===== src/rtl/sbox_tower_pkg.sv =====
package sbox_tower_pkg;
  localparam int NIB_W = 4;
  localparam int SUB_W = NIB_W / 2;

  typedef logic [SUB_W-1:0] gf4_t;
  typedef logic [NIB_W-1:0] nib_t;
  typedef struct packed {
    gf4_t hi;
    gf4_t lo;
  } tower_t;

  localparam nib_t AFF_C = 4'b0111;

  // GF(2^2), basis {1,g}, g^2 = g + 1
  function automatic gf4_t gf4_mul(gf4_t a, gf4_t b);
    logic hh;
    hh = a[1] & b[1];
    return {hh ^ (a[1] & b[0]) ^ (a[0] & b[1]), hh ^ (a[0] & b[0])};
  endfunction

  // squaring equals inversion in GF(2^2)
  function automatic gf4_t gf4_sq(gf4_t a);
    return {a[1], a[1] ^ a[0]};
  endfunction

  // multiply by lambda = g (binary 10)
  function automatic gf4_t gf4_mul_lam(gf4_t a);
    return {a[1] ^ a[0], a[1]};
  endfunction
endpackage


===== src/rtl/sbox_field_map.sv =====
module sbox_field_map
  import sbox_tower_pkg::*;
#(
  parameter bit TO_TOWER = 1'b1
) (
  input  nib_t a_i,
  output nib_t a_o
);
  generate
    if (TO_TOWER) begin : g_fwd
      // binary -> tower: {a11,a10,a01,a00}
      logic a01;
      assign a01 = a_i[2] ^ a_i[3];
      assign a_o = {a_i[3], a_i[1] ^ a01, a01, a_i[0]};
    end else begin : g_bwd
      // tower -> binary
      assign a_o = {a_i[3], a_i[1] ^ a_i[3], a_i[1] ^ a_i[2], a_i[0]};
    end
  endgenerate
endmodule


===== src/rtl/sbox_tower_inv.sv =====
module sbox_tower_inv
  import sbox_tower_pkg::*;
(
  input  tower_t a_i,
  output tower_t inv_o
);
  gf4_t delta, delta_inv;

  // (h*b + l)^-1 with b^2 = b + lambda
  assign delta     = gf4_mul_lam(gf4_sq(a_i.hi)) ^ gf4_mul(a_i.hi, a_i.lo) ^ gf4_sq(a_i.lo);
  assign delta_inv = gf4_sq(delta);
  assign inv_o.hi  = gf4_mul(a_i.hi, delta_inv);
  assign inv_o.lo  = gf4_mul(a_i.hi ^ a_i.lo, delta_inv);
endmodule


===== src/rtl/sbox_affine.sv =====
module sbox_affine
  import sbox_tower_pkg::*;
(
  input  nib_t a_i,
  output nib_t y_o
);
  assign y_o = {a_i[0], a_i[1], a_i[2], a_i[3] ^ a_i[0]} ^ AFF_C;
endmodule


===== src/rtl/sbox_tower.sv =====
module sbox_tower
  import sbox_tower_pkg::*;
#(
  parameter bit PIPE = 1'b1
) (
  input  logic            clk_i,
  input  logic            rst_ni,
  input  logic            valid_i,
  input  logic [NIB_W-1:0] data_i,
  output logic            valid_o,
  output logic [NIB_W-1:0] data_o
);
  nib_t   tw_in, bin_inv;
  tower_t tw_inv, tw_stage;

  sbox_field_map #(.TO_TOWER(1'b1)) u_fwd (.a_i(data_i), .a_o(tw_in));
  sbox_tower_inv u_inv (.a_i(tower_t'(tw_in)), .inv_o(tw_inv));

  generate
    if (PIPE) begin : g_pipe
      tower_t stage_q;
      logic   valid_q;
      always_ff @(posedge clk_i or negedge rst_ni) begin
        if (!rst_ni) begin
          stage_q <= '0;
          valid_q <= 1'b0;
        end else begin
          stage_q <= tw_inv;
          valid_q <= valid_i;
        end
      end
      assign tw_stage = stage_q;
      assign valid_o  = valid_q;
    end else begin : g_comb
      logic unused_clk_rst;
      assign unused_clk_rst = clk_i ^ rst_ni;
      assign tw_stage = tw_inv;
      assign valid_o  = valid_i;
    end
  endgenerate

  sbox_field_map #(.TO_TOWER(1'b0)) u_bwd (.a_i(nib_t'(tw_stage)), .a_o(bin_inv));
  sbox_affine u_aff (.a_i(bin_inv), .y_o(data_o));
endmodule


===== config.mk =====
export PLATFORM = sky130hd
export DESIGN_NAME = sbox_tower
export DESIGN_NICKNAME = d
export VERILOG_FILES = /design/src/rtl/sbox_tower_pkg.sv /design/src/rtl/sbox_field_map.sv /design/src/rtl/sbox_tower_inv.sv /design/src/rtl/sbox_affine.sv /design/src/rtl/sbox_tower.sv
export SDC_FILE = /design/constraint.sdc
export NUM_CORES = 1
export LEC_CHECK = 0
export BUFFER_PORTS_ARGS = -buffer_cell sky130_fd_sc_hd__buf_4
export CORE_AREA = 2 2 39 41
export CTS_BUF_LIST = sky130_fd_sc_hd__clkbuf_4
export DETAILED_ROUTE_END_ITERATION = 8
export DIE_AREA = 0 0 41 43
export PLACE_DENSITY_LB_ADDON = 0.12
export SLEW_MARGIN = 40
export SYNTH_ARGS = -nofsm -noshare
export SYNTH_HDL_FRONTEND = slang
export SYNTH_SLANG_ARGS = --single-unit

===== constraint.sdc =====
create_clock -name clk_i -period 1.4 [get_ports clk_i]
set_input_delay 0.28 -clock clk_i [delete_from_list [all_inputs] [get_ports clk_i]]
set_output_delay 0.28 -clock clk_i [all_outputs]
set_load 0.05 [all_outputs]

==> results.cfg, run 1 <==
[run_status]
status = finished, violations left
violations = negative setup slack

[critical_path]
worstPathCellList = buf_6, ha_4, xnor2_4, ha_4, xnor2_4, xnor2_2, or3_1, nand3_1
critical_path_peak_fanout = 8
max_stage_delay_ns = 0.31
critPathKind = primary input to flip-flop
required_ns = 1.58
cpMaxStageDelayCell = or3_1
startpoint = data_i[3]
end_kind = flip-flop
start_kind = primary input
timing.critical_path.arrival_ns = 1.66

[placement]
io_buffers = 11
dp_hpwl_um = 783.1
post_dp_cell_area_um2 = 705.7
place_congestion = 0.7246

[clock_tree]
cts.reportedPaths.clkPinSlew_ns = 0.04
cts_tree = yes
root_buffer = clkbuf_4
htreeDepth = 1
clk_path_buf_depth = 2
tritoncts.num_buffers = 3
cts_sinks = 5

[sta]
hold_viol_final = 0
rsz0062_at_grt = yes
tightest_slew_ns = 0.2255
layout_setup_ws_ns = -0.08481
max_clock_freq_mhz = 673.5
hold_ws_ns = 0.1468
fin_crit_sh_pct = 106.1
setup_violations = 4
timing.slew.headroom_pct = 84.81
final_max_slew_viol_count = 0
layout_min_cycle_time_ns = 1.485
final.setup.tns_ns = -0.1337

[global_route]
grt_pass1_vias = 452
grtUsageMet3_pct = 3.141
grt_busiest_layer = met2
gr-usage-met2_pct = 26.56
grt_first_pass_wirelength_mm = 1.766
grt_max_degree = 11
grtUsageMet1_pct = 14.66
grt_antenna_before_repair = 0
grt_overflow = 0
grtUsageTotal_pct = 14.92

[power]
power_frac_comb_pct = 62.5
p_int_uw = 599.0
p_per_area_nw_per_um2 = 1301
p_leak_nw = 0.3875
vdd_drop_max_mv = 0.4535
seq_power_share_pct = 20.1
power_frac_clock_pct = 17.3
switching_share_pct = 43.55
switchingPower_uw = 462.1

[die]
num_io_pins = 12
fp-row-count = 14
die-area_um2 = 1763
start_util_pct = 38.70
fp.dieH_um = 43
core_area_um2 = 1384
fp.dieW_um = 41

[routing]
dr.first_iter.drc_count = 11
routed_wirelength_mm = 1.113
drc = 0
num_vias = 470
wl_per_cell_um = 11.36
via_per_inst = 4.796
drtPass1Iterations = 4
final_antenna_net_count = 0

[synth]
synth-seq-area-share_pct = 23.36
synth_fp_nets = 69
synthTopCellsByArea = dfrtp_1 23%, xnor2_1 11%, buf_6 8.4%, nand2_1 4.9%, xor2_1 4.9%
synthCells = 60
synth_top_area_share_pct = 23.36
synth_cell_types = 28
netlist.top_cell.by_area = dfrtp_1
syn_area_per_cell_um2 = 8.925
yosysWarnings = 0
syn_area_um2 = 535.5
ys_seq_elements = 5

[job]
max-cap-violations = 0

[finish]
drive_above_1_share_pct = 47.56
n_antenna_cell = 0
nets = 92
final_area_um2 = 815.8
areaGrowthSynthToFinish_pct = 52.34

[min_path]
min_from = valid_i
hold_path.class = primary input to flip-flop
## worst paths after layout
check                                              end  slack (ns)  cells after the start
worst max-delay path       g_pipe.stage_q[0]$_DFF_PN0_       -0.08                      8
worst min-delay path                 valid_o$_DFF_PN0_        0.15                      1
max in group asynchronous  g_pipe.stage_q[3]$_DFF_PN0_        0.92                      2
min in group asynchronous  g_pipe.stage_q[0]$_DFF_PN0_        0.38                      2
## area by class of cell
type | instances | area (um^2)
Multi-Input combinational cell | 46 | 432.9
Tap cell | 16 | 20.02
Clock buffer | 4 | 30.03
Inverter | 2 | 10.01
Sequential cell | 5 | 125.1
Timing Repair Buffer | 25 | 197.7
Fill cell | 127 | 568.0
## logic make-up after synthesis
kind of cell	Yosys count	share of synthesized area, %
compound gates	11	13.55
xor+xnor	12	23.60
fa+ha+maj	2	4.672
buf+inv	9	13.08
flops	5	23.36
mux	2	3.738
simple gates	19	17.99
## critical path, delay by kind of cell
kind,cells,cell delay (ns)
XOR/XNOR,3,0.42
adder cells (fa/ha/maj),2,0.46
buffers and inverters,1,0.10
AND/OR/NAND/NOR,2,0.39
## cells in the mapped netlist
library cell	number
o22a_1	1
nand2b_4	1
and3_1	1
nand2_1	7
buf_6	4
inv_1	2
or3_1	1
xnor2_1	7
o21ai_0	3
o21a_1	1
dfrtp_1	5
o211a_1	1
nand3_1	4
mux2i_1	2
a22oi_1	1
o21ai_1	1
nor2b_1	1
nand2b_1	1
o211ai_1	1
ha_1	2
xnor3_1	1
xnor2_2	1
a21oi_1	1
xor2_1	3
nor2_1	3
buf_2	2
buf_4	1
o22ai_1	1
## power groups by stage
stage	Clock, mW	Combinational (mW)	Sequential (mW)
floorplan	0	0.468	0.217
global placement	0	0.606	0.216
detailed placement	0	0.611	0.217
CTS	0.193	0.628	0.215
global route	0.203	0.716	0.218
finish	0.184	0.664	0.214
## metrics by stage
stage                     setup WS, ns  util, %  total power, mW  std cells
after CTS                     -0.06155    55.70            1.036         97
after global placement         -0.3794    50.99           0.8219         91
final                         -0.08481    58.95            1.061         98
after global routing           -0.1283    58.95            1.138         98
after floorplan                -0.3721        -           0.6851         60
after detailed placement       -0.4168    50.99           0.8278         91
## sequential cells by signal, indices dropped and copies added, names as in the netlist
register	flops
valid_o	1
g_pipe.stage_q	4
## cell usage in the layout (no fill, tap or decap), types with 2 or more instances in the layout
| master | count |
|---|---|
| o21ai_0 | 2 |
| clkbuf_4 | 4 |
| o21ai_1 | 2 |
| buf_4 | 22 |
| buf_6 | 2 |
| mux2i_1 | 2 |
| dfrtp_1 | 5 |
| nand3_1 | 4 |
| xor2_1 | 2 |
| nor2_1 | 3 |
| xnor2_1 | 2 |
| nand2_1 | 7 |
| ha_4 | 2 |
| xnor2_2 | 4 |
| xnor2_4 | 2 |
## per-layer routing
metal / vias up / routed length (um)
met2: 13 / 639
met1: 213 / 420
met4: 0 / 0
met3: 0 / 52
met5: - / 0
li1: 244 / -
## what timing repair did
item                                   CTS  global route
pin swaps                                5             1
hold buffers                             1             0
setup buffers                            1             1
endpoints found under the hold margin    5             0
gates resized for setup                  3             5
setup endpoints to repair                4             4
Power figures use the tool's default switching activity.
==> run 2, diff against run 1 <==
- CELL_PAD_IN_SITES_DETAIL_PLACEMENT: unset -> 1
- CELL_PAD_IN_SITES_GLOBAL_PLACEMENT: unset -> 1
- RECOVER_POWER: unset -> 100
==> results.cfg, run 2 (synthesis results as in run 1) <==
[run_status]
status = finished, violations left
violations = negative setup slack

[routing]
drtPass1Iterations = 1
dr.first_iter.drc_count = 0
routed_wirelength_mm = 1.175
wl_per_cell_um = 12.11
drc = 0
num_vias = 480
via_per_inst = 4.948
final_antenna_net_count = 0

[critical_path]
startpoint = data_i[3]
max_stage_delay_ns = 0.32
cpMaxStageDelayCell = or3_1
end_kind = flip-flop
required_ns = 1.57
critPathKind = primary input to flip-flop
critical_path_peak_fanout = 8
worstPathCellList = buf_6, ha_4, xnor2_4, ha_4, xnor2_4, xnor2_2, or3_1, nand3_1
endpoint = g_pipe.stage_q[0]$_DFF_PN0_
timing.critical_path.arrival_ns = 1.66
start_kind = primary input

[global_route]
grt_overflow = 0
grt_first_pass_wirelength_mm = 1.932
grt_max_degree = 11
grtUsageTotal_pct = 15.74
grt_antenna_before_repair = 0
grt_pass1_vias = 489

[sta]
layout_min_cycle_time_ns = 1.496
layout_setup_ws_ns = -0.09609
timing.slew.headroom_pct = 81.73
setup_violations = 4
final_max_slew_viol_count = 0
fin_crit_sh_pct = 106.9
rsz0062_at_grt = yes
max_clock_freq_mhz = 668.4
hold_viol_final = 0
tightest_slew_ns = 0.2752

[die]
core_area_um2 = 1384
num_io_pins = 12
die-area_um2 = 1763
fp.dieW_um = 41
fp-row-count = 14
fp.dieH_um = 43
start_util_pct = 38.70

[clock_tree]
root_buffer = clkbuf_4
htreeDepth = 1
tritoncts.num_buffers = 3
cts_tree = yes
clk_path_buf_depth = 2
cts.reportedPaths.clkPinSlew_ns = 0.04
cts_sinks = 5

[finish]
fin_cells = 97
nets = 91
largest_register_ffs = 4
final_cell_mix = 14 x buf_4, 7 x nand2_1, 6 x clkbuf_4, 5 x xnor2_2, 5 x dfrtp_1
n_antenna_cell = 0
regMostFlops = g_pipe.stage_q
drive_above_1_share_pct = 48.15
areaGrowthSynthToFinish_pct = 53.27
mostFrequentLayoutCell = buf_4

[power]
vdd_drop_max_mv = 0.4420
switchingPower_uw = 462.7
power_frac_clock_pct = 16.7
switching_share_pct = 43.88
p_int_uw = 591.7
p_per_area_nw_per_um2 = 1285
power_frac_comb_pct = 63.1
seq_power_share_pct = 20.2
p_leak_nw = 0.3868

[placement]
place_congestion = 0.6784
dp_hpwl_um = 920.9
dp.cells = 91
post-place-ws_ns = -0.4341
io_buffers = 11

[min_path]
hold_path.class = primary input to flip-flop

[job]
max-cap-violations = 0
==> run 2: changes by cell type in the layout (fill, tap and decap cells not counted), sizes merged <==
cell | before | now
clkbuf | 4 | 9
buf | 24 | 18
==> run 2: final cells by class <==
class | instances | area, um^2
Clock buffer | 4 | 30.03
Tap cell | 16 | 20.02
Multi-Input combinational cell | 46 | 446.7
Sequential cell | 5 | 125.1
Inverter | 2 | 10.01
Timing Repair Buffer | 24 | 188.9
Fill cell | 161 | 563.0
==> run 2: per-layer routing <==
| metal | global-route usage (%) | vias up | share of wire (%) |
|---|---|---|---|
| met2 | 28.75 | 8 | 55 |
| li1 | - | 240 | - |
| met1 | 18.95 | 232 | 43 |
| met3 | 0 | 0 | 2.5 |
| met5 | 0 | - | 0 |
| met4 | 4.000 | 0 | 0 |
==> run 2: worst min-delay path by stage <==
| stage | start | to | slack [ns] | cells after the start |
|---|---|---|---|---|
| floorplan | rst_ni | g_pipe.stage_q[0]$_DFF_PN0_ | -0.02 | 0 |
| global placement | rst_ni | g_pipe.stage_q[3]$_DFF_PN0_ | 0.08 | 1 |
| detailed placement | rst_ni | g_pipe.stage_q[3]$_DFF_PN0_ | 0.08 | 1 |
| CTS | valid_i | valid_o$_DFF_PN0_ | 0.15 | 1 |
| global route | valid_i | valid_o$_DFF_PN0_ | 0.17 | 1 |
| finish | valid_i | valid_o$_DFF_PN0_ | 0.18 | 1 |
==> run 2: what timing repair did <==
item,4_1_cts,5_1_grt
gates resized for setup,10,2
hold buffers,1,0
endpoints found under the hold margin,5,0
pin swaps,6,3
buffers inserted,1,0
endpoints found under the setup margin,4,4
==> run 2: power by group through the flow <==
stage          combinational [mW]  sequential (mW)  clock [mW]
2_1_floorplan               0.468            0.217           0
3_3_place_gp                0.614            0.215           0
3_5_place_dp                0.622            0.217           0
4_1_cts                     0.672            0.215       0.181
5_1_grt                     0.716            0.217       0.194
6_report                    0.666            0.213       0.176
==> run 2: metrics by stage <==
step                      util (%)  cell area [um^2]  power, mW  TNS, ns  hold slack [ns]
after floorplan                  -             593.1     0.6851   -1.197         -0.01559
after global placement       50.99             705.7     0.8295   -1.368          0.08169
after detailed placement     50.99             705.7     0.8388   -1.500          0.08414
after CTS                    59.22             819.5      1.067  -0.1640           0.1547
after global routing         59.31             820.8      1.127  -0.4022           0.1656
final                        59.31             820.8      1.054  -0.1726           0.1808
==> run 2: critical path, delay by kind of cell <==
family	cells	cell delay [ns]
fa+ha+maj	2	0.46
simple gates	2	0.41
buf+inv	1	0.10
xor+xnor	3	0.41
